`src/rtl/lane_port_pkg.sv`:
```
package lane_port_pkg;

   typedef enum logic {
      CLS_DEST     = 1'b0,
      CLS_WIRELESS = 1'b1
   } flit_class_e;

   localparam int RSV_WL_LANE  = 0;
   localparam int RSV_DST_LANE = 1;
   localparam int FIRST_SHARED = 2;

   function automatic int reserved_lane(flit_class_e c);
      return (c == CLS_WIRELESS) ? RSV_WL_LANE : RSV_DST_LANE;
   endfunction

endpackage

```
`src/rtl/lane_fifo.sv`:
```
module lane_fifo #(
   parameter int W     = 66,
   parameter int DEPTH = 4
) (
   input  logic         clk,
   input  logic         rst_n,
   input  logic         push,
   input  logic [W-1:0] wr_data,
   input  logic         pop,
   output logic [W-1:0] rd_data,
   output logic         empty,
   output logic         full
);
   localparam int AW = $clog2(DEPTH);

   generate
      if (DEPTH < 2 || (1 << AW) != DEPTH) begin : g_bad_depth
         $error("lane_fifo: DEPTH must be a power of two, at least 2");
      end
   endgenerate

   logic [W-1:0] mem [DEPTH];
   logic [AW-1:0] wr_ptr, rd_ptr;
   logic [AW:0]   count;

   assign empty   = (count == '0);
   assign full    = (count == (AW+1)'(DEPTH));
   assign rd_data = mem[rd_ptr];

   always_ff @(posedge clk) begin
      if (push) mem[wr_ptr] <= wr_data;
   end

   always_ff @(posedge clk or negedge rst_n) begin
      if (!rst_n) begin
         wr_ptr <= '0;
         rd_ptr <= '0;
         count  <= '0;
      end else begin
         if (push) wr_ptr <= wr_ptr + 1'b1;
         if (pop)  rd_ptr <= rd_ptr + 1'b1;
         case ({push, pop})
            2'b10:   count <= count + 1'b1;
            2'b01:   count <= count - 1'b1;
            default: count <= count;
         endcase
      end
   end

   AST_NO_OVERFLOW: assert property (@(posedge clk) disable iff (!rst_n)
      push |-> !full);
   AST_NO_UNDERFLOW: assert property (@(posedge clk) disable iff (!rst_n)
      pop |-> !empty);

endmodule

```
`src/rtl/lane_pick.sv`:
```
module lane_pick
   import lane_port_pkg::*;
#(
   parameter int N = 4
) (
   input  logic [N-1:0]         free,
   input  flit_class_e          cls,
   output logic                 found,
   output logic [$clog2(N)-1:0] sel
);
   localparam int IW = $clog2(N);

   always_comb begin
      int rsv;
      rsv   = reserved_lane(cls);
      found = 1'b0;
      sel   = '0;
      if (free[rsv]) begin
         found = 1'b1;
         sel   = IW'(rsv);
      end else begin
         for (int i = FIRST_SHARED; i < N; i++) begin
            if (!found && free[i]) begin
               found = 1'b1;
               sel   = IW'(i);
            end
         end
      end
   end

endmodule

```
`src/rtl/lane_rr_arb.sv`:
```
module lane_rr_arb #(
   parameter int N = 4
) (
   input  logic                 clk,
   input  logic                 rst_n,
   input  logic [N-1:0]         req,
   input  logic                 advance,
   output logic                 grant_vld,
   output logic [$clog2(N)-1:0] grant_idx
);
   localparam int IW = $clog2(N);

   logic [IW-1:0] ptr;

   always_comb begin
      logic [IW-1:0] idx;
      grant_vld = 1'b0;
      grant_idx = '0;
      for (int off = 0; off < N; off++) begin
         idx = ptr + IW'(off);
         if (!grant_vld && req[idx]) begin
            grant_vld = 1'b1;
            grant_idx = idx;
         end
      end
   end

   always_ff @(posedge clk or negedge rst_n) begin
      if (!rst_n)                    ptr <= '0;
      else if (advance && grant_vld) ptr <= grant_idx + 1'b1;
   end

   AST_GRANT_REQ: assert property (@(posedge clk) disable iff (!rst_n)
      grant_vld |-> req[grant_idx]);
   AST_GRANT_ANY: assert property (@(posedge clk) disable iff (!rst_n)
      (|req) |-> grant_vld);

endmodule

```
`src/rtl/lane_input_port.sv`:
```
module lane_input_port
   import lane_port_pkg::*;
#(
   parameter int FLIT_W     = 64,
   parameter int NUM_LANES  = 4,
   parameter int LANE_DEPTH = 4,
   parameter int WL_BIT     = 63
) (
   input  logic                         clk,
   input  logic                         rst_n,
   input  logic                         in_valid,
   input  logic                         in_head,
   input  logic                         in_tail,
   input  logic [FLIT_W-1:0]            in_data,
   output logic                         in_ready,
   input  logic [NUM_LANES-1:0]         out_block,
   input  logic                         out_ready,
   output logic                         out_valid,
   output logic                         out_head,
   output logic                         out_tail,
   output logic [FLIT_W-1:0]            out_data,
   output logic [$clog2(NUM_LANES)-1:0] out_lane
);
   localparam int LIW = $clog2(NUM_LANES);
   localparam int EW  = FLIT_W + 2;

   generate
      if (NUM_LANES != 2 && NUM_LANES != 4) begin : g_bad_lanes
         $error("lane_input_port: NUM_LANES must be 2 or 4");
      end
      if (WL_BIT < 0 || WL_BIT >= FLIT_W) begin : g_bad_bit
         $error("lane_input_port: WL_BIT outside the flit");
      end
   endgenerate

   flit_class_e           cls;
   logic [NUM_LANES-1:0]  empty, full, free, push, pop, req;
   logic [EW-1:0]         rd_entry [NUM_LANES];
   logic                  hdr_found;
   logic [LIW-1:0]        hdr_lane, tgt_lane, gnt_idx;
   logic                  open_vld;
   logic [LIW-1:0]        open_lane;
   logic                  acc, gnt_vld;

   assign cls = flit_class_e'(in_data[WL_BIT]);

   always_comb begin
      for (int i = 0; i < NUM_LANES; i++) begin
         free[i] = empty[i] && !(open_vld && open_lane == LIW'(i));
         req[i]  = !empty[i] && !out_block[i];
      end
   end

   lane_pick #(.N(NUM_LANES)) u_pick (
      .free  (free),
      .cls   (cls),
      .found (hdr_found),
      .sel   (hdr_lane)
   );

   assign tgt_lane = in_head ? hdr_lane : open_lane;
   assign in_ready = in_head ? hdr_found : (open_vld && !full[open_lane]);
   assign acc      = in_valid && in_ready;

   always_ff @(posedge clk or negedge rst_n) begin
      if (!rst_n) begin
         open_vld  <= 1'b0;
         open_lane <= '0;
      end else if (acc) begin
         open_vld <= !in_tail;
         if (in_head) open_lane <= hdr_lane;
      end
   end

   lane_rr_arb #(.N(NUM_LANES)) u_arb (
      .clk       (clk),
      .rst_n     (rst_n),
      .req       (req),
      .advance   (out_ready),
      .grant_vld (gnt_vld),
      .grant_idx (gnt_idx)
   );

   genvar g;
   generate
      for (g = 0; g < NUM_LANES; g++) begin : g_lane
         assign push[g] = acc && (tgt_lane == LIW'(g));
         assign pop[g]  = gnt_vld && out_ready && (gnt_idx == LIW'(g));
         lane_fifo #(.W(EW), .DEPTH(LANE_DEPTH)) u_fifo (
            .clk     (clk),
            .rst_n   (rst_n),
            .push    (push[g]),
            .wr_data ({in_head, in_tail, in_data}),
            .pop     (pop[g]),
            .rd_data (rd_entry[g]),
            .empty   (empty[g]),
            .full    (full[g])
         );
      end
   endgenerate

   assign out_valid = gnt_vld;
   assign out_lane  = gnt_idx;
   assign out_head  = rd_entry[gnt_idx][EW-1];
   assign out_tail  = rd_entry[gnt_idx][EW-2];
   assign out_data  = rd_entry[gnt_idx][FLIT_W-1:0];

   AST_WL_NOT_DST: assert property (@(posedge clk) disable iff (!rst_n)
      (acc && in_head && cls == CLS_WIRELESS) |-> (tgt_lane != LIW'(RSV_DST_LANE)));
   AST_DST_NOT_WL: assert property (@(posedge clk) disable iff (!rst_n)
      (acc && in_head && cls == CLS_DEST) |-> (tgt_lane != LIW'(RSV_WL_LANE)));
   AST_HDR_EMPTY_LANE: assert property (@(posedge clk) disable iff (!rst_n)
      (acc && in_head) |-> empty[tgt_lane]);
   AST_SERVE_UNBLOCKED: assert property (@(posedge clk) disable iff (!rst_n)
      out_valid |-> !out_block[out_lane]);

endmodule

```
`config.mk`:
```
export PLATFORM = sky130hd
export DESIGN_NAME = lane_input_port
export DESIGN_NICKNAME = d
export VERILOG_FILES = /design/src/rtl/lane_port_pkg.sv /design/src/rtl/lane_fifo.sv /design/src/rtl/lane_pick.sv /design/src/rtl/lane_rr_arb.sv /design/src/rtl/lane_input_port.sv
export SDC_FILE = /design/constraint.sdc
export NUM_CORES = 1
export LEC_CHECK = 0
export BUFFER_PORTS_ARGS = -buffer_cell sky130_fd_sc_hd__buf_4
export CAP_MARGIN = 10
export CORE_UTILIZATION = 45
export CTS_CLUSTER_DIAMETER = 50
export DETAILED_ROUTE_END_ITERATION = 12
export HOLD_SLACK_MARGIN = 0.02
export PLACE_DENSITY = 0.71
export REMOVE_ABC_BUFFERS = 1
export SLEW_MARGIN = 20
export SYNTH_ARGS = -nofsm -noshare
export SYNTH_HDL_FRONTEND = slang
export SYNTH_SLANG_ARGS = --single-unit
export TNS_END_PERCENT = 100
```
`constraint.sdc`:
```
create_clock -name clk -period 7 [get_ports clk]
set_input_delay 0.35 -clock clk [delete_from_list [all_inputs] [get_ports clk]]
set_output_delay 0.35 -clock clk [all_outputs]
set_load 0.01 [all_outputs]
```
==> impl_metrics.toml, run 1 <==
[min_path]
hold_path_depth = 1
hold_path.startpoint = "in_data[63]"
hold_path_end = "g_lane[3].u_fifo.mem[0][63]"
holdCritPathClass = "in2reg"

[clock_tree]
cts.htree.levels = 3
cts_resized = 0
postCtsSetupBuffers = 0
ctsLongestPathBuffers = 3
cts-root-buf = "clkbuf_16"
cts_tree = "yes"
postCtsHoldBufs = 65
clk_latency_ns = 0.67
numCtsBuffers = 112
clk_pin_slew_ns = 0.06
cts.sinks = 1089

[synthesis]
yosysWarnings = 0
ys_ff_latch = 1089
yosysSeqAreaShare_pct = 77.0
synth_edf_count = 1056
synthArstFlopShare_pct = 3.03
syn_inst = 1826
ys_types = 56
avgSynthCellArea_um2 = 23.1
syn_area_um2 = 42200
synthFlopType = "edfxtp_1"

[floorplan]
dieArea_um2 = 95100
die_height_um = 308
dieWidth_um = 308
coreArea_um2 = 93200
num_io_pins = 144
start_util_pct = 45.3
rows = 112

[sta]
clock_skew_ns = 0.0190
min_period_ns = 4.64
worst_pin_slew_ns = 1.06
rsz0062_at_grt = "false"
setup_violations = 0
fin_crit_sh_pct = 66.2
final_max_slew_viol_count = 0
relSlewSlack_pct = 29.5
setup_tns_ns = 0
clock.fmax_mhz = 216
final_hold_viol_count = 0

[cells_and_area]
post_route_cells_drive_above_1_share_pct = 29.0
layout_common_cells = "1056 x edfxtp_1, 264 x mux4_2, 200 x mux2i_1"
final_common_cell = "edfxtp_1"
areaGrowthSynthToFinish_pct = 16.3
nNetsFinal = 2189
final_area_um2 = 49100

[setup_path]
cp.required_ns = 6.65
ff2ff_path_depth = 12
path_depth = 8
path_class = "reg2out"
slowest_stage = "buf_4"
r2r_setup_slack_ns = 2.87
start_kind = "flop"
critPathBufInv = 3
slowest_delay_ns = 0.79
worstPathCellList = "or3_1 > a211oi_1 > o21ai_0 > o211ai_1 > buf_4 > buf_4 > mux2i_1 > buf_4"
path_delay_family = "buffers and inverters"
cp_max_fo = 44
critPathCaptureType = "output port"
crit_arrival_ns = 4.29
cpMostUsedCell = "buf_4"
worst_r2r_endpoint = "g_lane[1].u_fifo.count[2]"
r2r-start = "g_lane[3].u_fifo.count[1]"

[route]
routedWlPerCell_um = 26.7
drt-initial-drc-count = 1740
viasPerCell = 5.66
vias = 19499
postRouteAntennaNets = 0
dr.pass1.iters = 11
wirelength_mm = 91.8
route.detailed.drc = 2

[placement]
gp_routability_congestion = 0.808
place.port_buffers = 143
placed_area_um2 = 44800
post-dp-hpwl_mm = 50.0

[grt]
grt_max_degree = 99
grt_pass1_vias = 20944
track_usage_pct = 19.7
overflow = 0
grt_pass1_wl_mm = 136
antenna_found_initial = 2

[power]
ir_drop_v = 0.000429
power_leakage_nw = 16.5
p_per_area_nw_per_um2 = 405

[status]
status = "complete, but fails checks"
violations = "DRC"

[flow_run]
cap_violations = 0
[cells by family (layout without fill, tap and decap cells)]
family	Yosys count	count (layout)	synth area share, %
compound gates	32	32	0.539
xor+xnor	24	24	0.498
fa+ha+maj	24	24	0.782
buf+inv	116	479	1.11
flops	1089	1089	77.0
mux	467	467	18.9
other cells	0	1	0
simple gates	74	74	1.14
[cells in the mapped netlist (2+ instances only)]
cell         n  share of area, %
a211oi_1     2             0.036
a21oi_1      2             0.024
a311oi_1     2             0.041
and2_1      13              0.19
and2_2       4             0.071
and3_1       2             0.030
and4_1       3             0.062
buf_1        7             0.062
buf_2       27              0.32
clkbuf_1    52              0.46
dfrtp_1     33               2.0
edfxtp_1  1056                75
fa_1         4              0.19
ha_1        20              0.59
inv_1       30              0.27
mux2_2       2             0.053
mux2i_1    200               4.7
mux4_2     264                14
nand2_1     10             0.089
nor2_1      13              0.12
nor3_1      12              0.14
nor3_4       2             0.077
nor4b_1      2             0.041
o21ai_0     10              0.12
xnor2_1      9              0.19
xor2_1      15              0.31
[flip-flops by register name, summed over array words and instances, names as in the netlist]
signal and cells:
g_lane.u_fifo.count 12, g_lane.u_fifo.mem 1056, g_lane.u_fifo.rd_ptr 8, g_lane.u_fifo.wr_ptr 8, open_lane 2, open_vld 1, u_arb.ptr 2
[area by class of cell]
class / count / area, µm²
diodes: 1 / 2.50
clock buffers: 139 / 2930
clock inverters: 73 / 704
fillers: 6987 / 44100
inverters: 30 / 113
multi-input cells: 621 / 9280
flip-flops and latches: 1089 / 32600
well taps: 1254 / 1570
repair buffers: 237 / 1970
[metrics by stage]
stage	hold WS [ns]	power (W)	utilization (%)	setup slack (ns)	instances
detailed placement	0.338	0.0143	48.1	2.96	3165
global route	0.0516	0.0207	52.7	2.23	3443
CTS	0.0256	0.0201	52.7	2.38	3442
finish	0.0516	0.0199	52.7	2.36	3444
global placement	0.326	0.0142	48.1	3.13	3165
floorplan	0.0544	0.0125	-	-5.60	1740
[worst max-delay path by stage]
stage                                    from                         to  slack (ns)
floorplan           g_lane[3].u_fifo.count[1]  g_lane[1].u_fifo.count[2]       -5.60
global placement    g_lane[3].u_fifo.count[1]  g_lane[2].u_fifo.count[2]        3.13
detailed placement  g_lane[3].u_fifo.count[1]  g_lane[1].u_fifo.count[2]        2.96
CTS                 g_lane[3].u_fifo.count[1]               out_data[34]        2.38
global route        g_lane[3].u_fifo.count[1]               out_data[34]        2.23
finish              g_lane[3].u_fifo.count[1]                out_data[7]        2.36
[report_power, final]
| part | internal, W | total, W | switching, W |
|---|---|---|---|
| logic | 0.00290 | 0.00587 | 0.00298 |
| registers | 0.00760 | 0.00822 | 0.000617 |
| clock network | 0.00338 | 0.00581 | 0.00242 |
[layer usage]
| metal | global-route usage, % | vias up | share of wire, % |
|---|---|---|---|
| li1 | - | 8222 | - |
| met1 | 25.8 | 10462 | 40 |
| met2 | 33.9 | 696 | 52 |
| met3 | 3.65 | 117 | 6.8 |
| met4 | 5.00 | 2 | 1.6 |
| met5 | 0 | - | 0.014 |
(Power assumes the default switching activity.)
==> run 2: changes to the inputs <==
--- a/config.mk
+++ b/config.mk
@@ -5,13 +5,14 @@
 export SDC_FILE = /design/constraint.sdc
 export NUM_CORES = 1
 export LEC_CHECK = 0
+export ABC_AREA = 1
 export BUFFER_PORTS_ARGS = -buffer_cell sky130_fd_sc_hd__buf_4
 export CAP_MARGIN = 10
 export CORE_UTILIZATION = 45
 export CTS_CLUSTER_DIAMETER = 50
 export DETAILED_ROUTE_END_ITERATION = 12
 export HOLD_SLACK_MARGIN = 0.02
-export PLACE_DENSITY = 0.71
+export PLACE_DENSITY = 0.73
 export REMOVE_ABC_BUFFERS = 1
 export SLEW_MARGIN = 20
 export SYNTH_ARGS = -nofsm -noshare
==> constraint.sdc (replaced) <==
create_clock -name clk -period 3.9 [get_ports clk]
set_input_delay 0.195 -clock clk [delete_from_list [all_inputs] [get_ports clk]]
set_output_delay 0.195 -clock clk [all_outputs]
set_load 0.01 [all_outputs]
==> run 2 against run 1 <==
  * The run now ends clean
  * Final cell count rose by 46%
  * Combinational power rose to 3.2 times the previous value
  * Clock power rose by 77%
  * Register-to-register slack got worse by 2.4 ns
  * Critical path depth rose by 7
  * Synthesized cell count rose by 91%
  * Global-route usage rose by 3.2 points
  * Clock skew rose by 0.0047 ns
  * Sequential cell count did not move
  * Synthesized area rose by 3.9%
  * Power rose by 120%
  * Final area rose by 3.8%
  * Critical path type unchanged
  * Largest cell class unchanged
  * Largest power group is now combinational logic
==> impl_metrics.toml, run 2 <==
[placement]
gp_routability_congestion = 0.824
post-dp-hpwl_mm = 57.8
placed_area_um2 = 46600
dp.cells = 4735
place.port_buffers = 143

[cells_and_area]
multi_input_area_um2 = 10300
final_cells = 5016
final_core_util_pct = 52.8
final_common_cell = "edfxtp_1"
largestRegisters = "g_lane.u_fifo.mem x1056, g_lane.u_fifo.count x12"
layout_common_cells = "1056 x edfxtp_1, 638 x nand2_1, 416 x nor2_1"
regArea_um2 = 32600
final_area_um2 = 51000
diodes = 0
post_route_cells_drive_above_1_share_pct = 11.1
fillCellCount = 7833
nNetsFinal = 3745
areaGrowthSynthToFinish_pct = 16.2
largest_reg_flops = 1056
largest-register = "g_lane.u_fifo.mem"

[setup_path]
cp.required_ns = 3.70
start_kind = "flop"
r2r_setup_slack_ns = 0.49
cp_max_fo = 38
r2r-start = "g_lane[3].u_fifo.count[1]"
crit_arrival_ns = 3.52
ff2ff_path_depth = 17
path_class = "reg2out"
worst_r2r_endpoint = "g_lane[2].u_fifo.count[2]"
critPathCaptureType = "output port"

[sta]
final_max_slew_viol_count = 0
relSlewSlack_pct = 40.8
clock_skew_ns = 0.0237
rsz0062_at_grt = "false"
clock.fmax_mhz = 269
setup_violations = 0
final_hold_viol_count = 0
worst_pin_slew_ns = 0.888
min_period_ns = 3.72
fin_crit_sh_pct = 95.3

[synthesis]
yosys.area.top_type = "edfxtp_1"
yosys.area.top_type_share_pct = 72.2
synthFlopType = "edfxtp_1"
synth_edf_count = 1056
avgSynthCellArea_um2 = 12.6
synthArstFlopShare_pct = 3.03
synth.area.top_cells = "edfxtp_1 72%, nand2_1 5.5%, o21ai_0 4.7%"
ys_ff_latch = 1089
synthTopCellsByCount = "1056 x edfxtp_1, 639 x nand2_1, 432 x nor2_1"
ys_types = 31
syn_area_um2 = 43900
syn_inst = 3484
synthMostInstantiatedCell = "edfxtp_1"
yosysWarnings = 0
yosysSeqAreaShare_pct = 74.1

[route]
routedWlPerCell_um = 22.9
viasPerCell = 5.84
route.detailed.drc = 0
vias = 29280
wirelength_mm = 115
postRouteAntennaNets = 0
drt-initial-drc-count = 3559
dr.pass1.iters = 7

[floorplan]
die_height_um = 314
rows = 114
dieArea_um2 = 98800
coreArea_um2 = 96700
dieWidth_um = 314
num_io_pins = 144
start_util_pct = 45.4

[grt]
track_usage_pct = 22.9
grt_pass1_vias = 28856
grt_pass1_wl_mm = 172
antenna_found_initial = 2
grt_max_degree = 135
overflow = 0

[status]
status = "finished clean"

[clock_tree]
clk_latency_ns = 0.68
numCtsBuffers = 111
ctsLongestPathBuffers = 3
clk_pin_slew_ns = 0.06
cts.sinks = 1089
cts-root-buf = "clkbuf_16"
cts.htree.levels = 3
cts_tree = "yes"

[power]
power_leakage_nw = 17.7
ir_drop_v = 0.00117
p_per_area_nw_per_um2 = 844

[min_path]
hold_path_end = "g_lane[1].u_fifo.mem[0][51]"
hold_path.startpoint = "in_data[51]"
holdCritPathClass = "in2reg"
hold_path_depth = 2

[flow_run]
cap_violations = 0
run 2: cell count changes after synthesis, sizes merged, moves of 48 or more:
| cell | change |
|---|---|
| a21oi | +69 |
| o22ai | +197 |
| a32o | +48 |
| mux4 | -264 |
| o21ai | +405 |
| nand3 | +167 |
| nor2 | +419 |
| clkbuf | +126 |
| mux2i | -200 |
| nand2 | +630 |
| nand3b | +48 |
run 2: final cells by class:
class	count	area share [%]
Timing Repair Buffer	283	5.46
Sequential cell	1089	63.8
Clock buffer	137	5.72
Inverter	72	0.552
Tap cell	1276	3.13
Multi-Input combinational cell	2090	20.1
Clock inverter	69	1.23
run 2: through the flow:
step | setup TNS (ns) | total power, W | worst slack (ns) | hold WS (ns)
3_3_place_gp | 0 | 0.0321 | 0.821 | 0.178
4_1_cts | 0 | 0.0428 | 0.0727 | 0.320
2_1_floorplan | -1078.53 | 0.0243 | -3.01 | -0.101
3_5_place_dp | 0 | 0.0324 | 0.670 | 0.180
6_report | 0 | 0.0431 | 0.185 | 0.349
5_1_grt | 0 | 0.0453 | 0.000882 | 0.356
run 2: logic make-up after synthesis:
logic type	synth area share, %
flip-flops	74.1
buffers and inverters	2.90
XOR/XNOR	0.257
AO/OA/AOI/OAI	9.90
adder cells (fa/ha/maj)	0.752
AND/OR/NAND/NOR	12.1
run 2: per-layer routing:
layer | vias to the layer above | wire [µm] | global-route usage [%]
met3 | 200 | 11500 | 3.39
met5 | - | 27 | 0
met4 | 4 | 2560 | 6.99
li1 | 13039 | - | -
met2 | 1667 | 55500 | 37.5
met1 | 14370 | 45300 | 31.5
run 2: report_power, final:
part           internal, W  leakage [nW]  switching, W
clock              0.00583          1.72       0.00447
sequential          0.0136          9.90      0.000664
combinational      0.00610          6.07        0.0124
total               0.0255          17.7        0.0176
run 2: worst max-delay path by stage:
| stage | start | endpoint | slack [ns] | cells past startpoint |
|---|---|---|---|---|
| final | g_lane[3].u_fifo.count[1] | out_head | 0.18 | 15 |
| after CTS | g_lane[3].u_fifo.count[1] | out_data[23] | 0.07 | 13 |
| after global placement | g_lane[3].u_fifo.count[1] | g_lane[2].u_fifo.count[2] | 0.82 | 17 |
| after detailed placement | g_lane[3].u_fifo.count[1] | g_lane[2].u_fifo.count[2] | 0.67 | 17 |
| after global routing | g_lane[3].u_fifo.count[1] | out_data[10] | 0.0009 | 15 |
| after floorplan | g_lane[3].u_fifo.count[1] | g_lane[0].u_fifo.count[1] | -3.01 | 14 |
run 2: timing repair:
item	4_1_cts	5_1_grt
buffers inserted	0	1
hold endpoints to repair	1095	0
endpoints found under the setup margin	0	49
resized for setup	0	11
hold buffers	71	0
run 2: critical path: stages, from the launching register on:
cell and delay, ns:
dfrtp_1 0.40, nor2_1 0.22, nand2_1 0.13, nand3_1 0.13
nand2_1 0.11, nand2_1 0.09, nand2_1 0.12, nand2_1 0.15
nand3_4 0.21, nand2_8 0.34, buf_16 0.28, nand2_1 0.08
nand2_1 0.08, nand2_1 0.06, nand2_1 0.23, buf_4 0.17
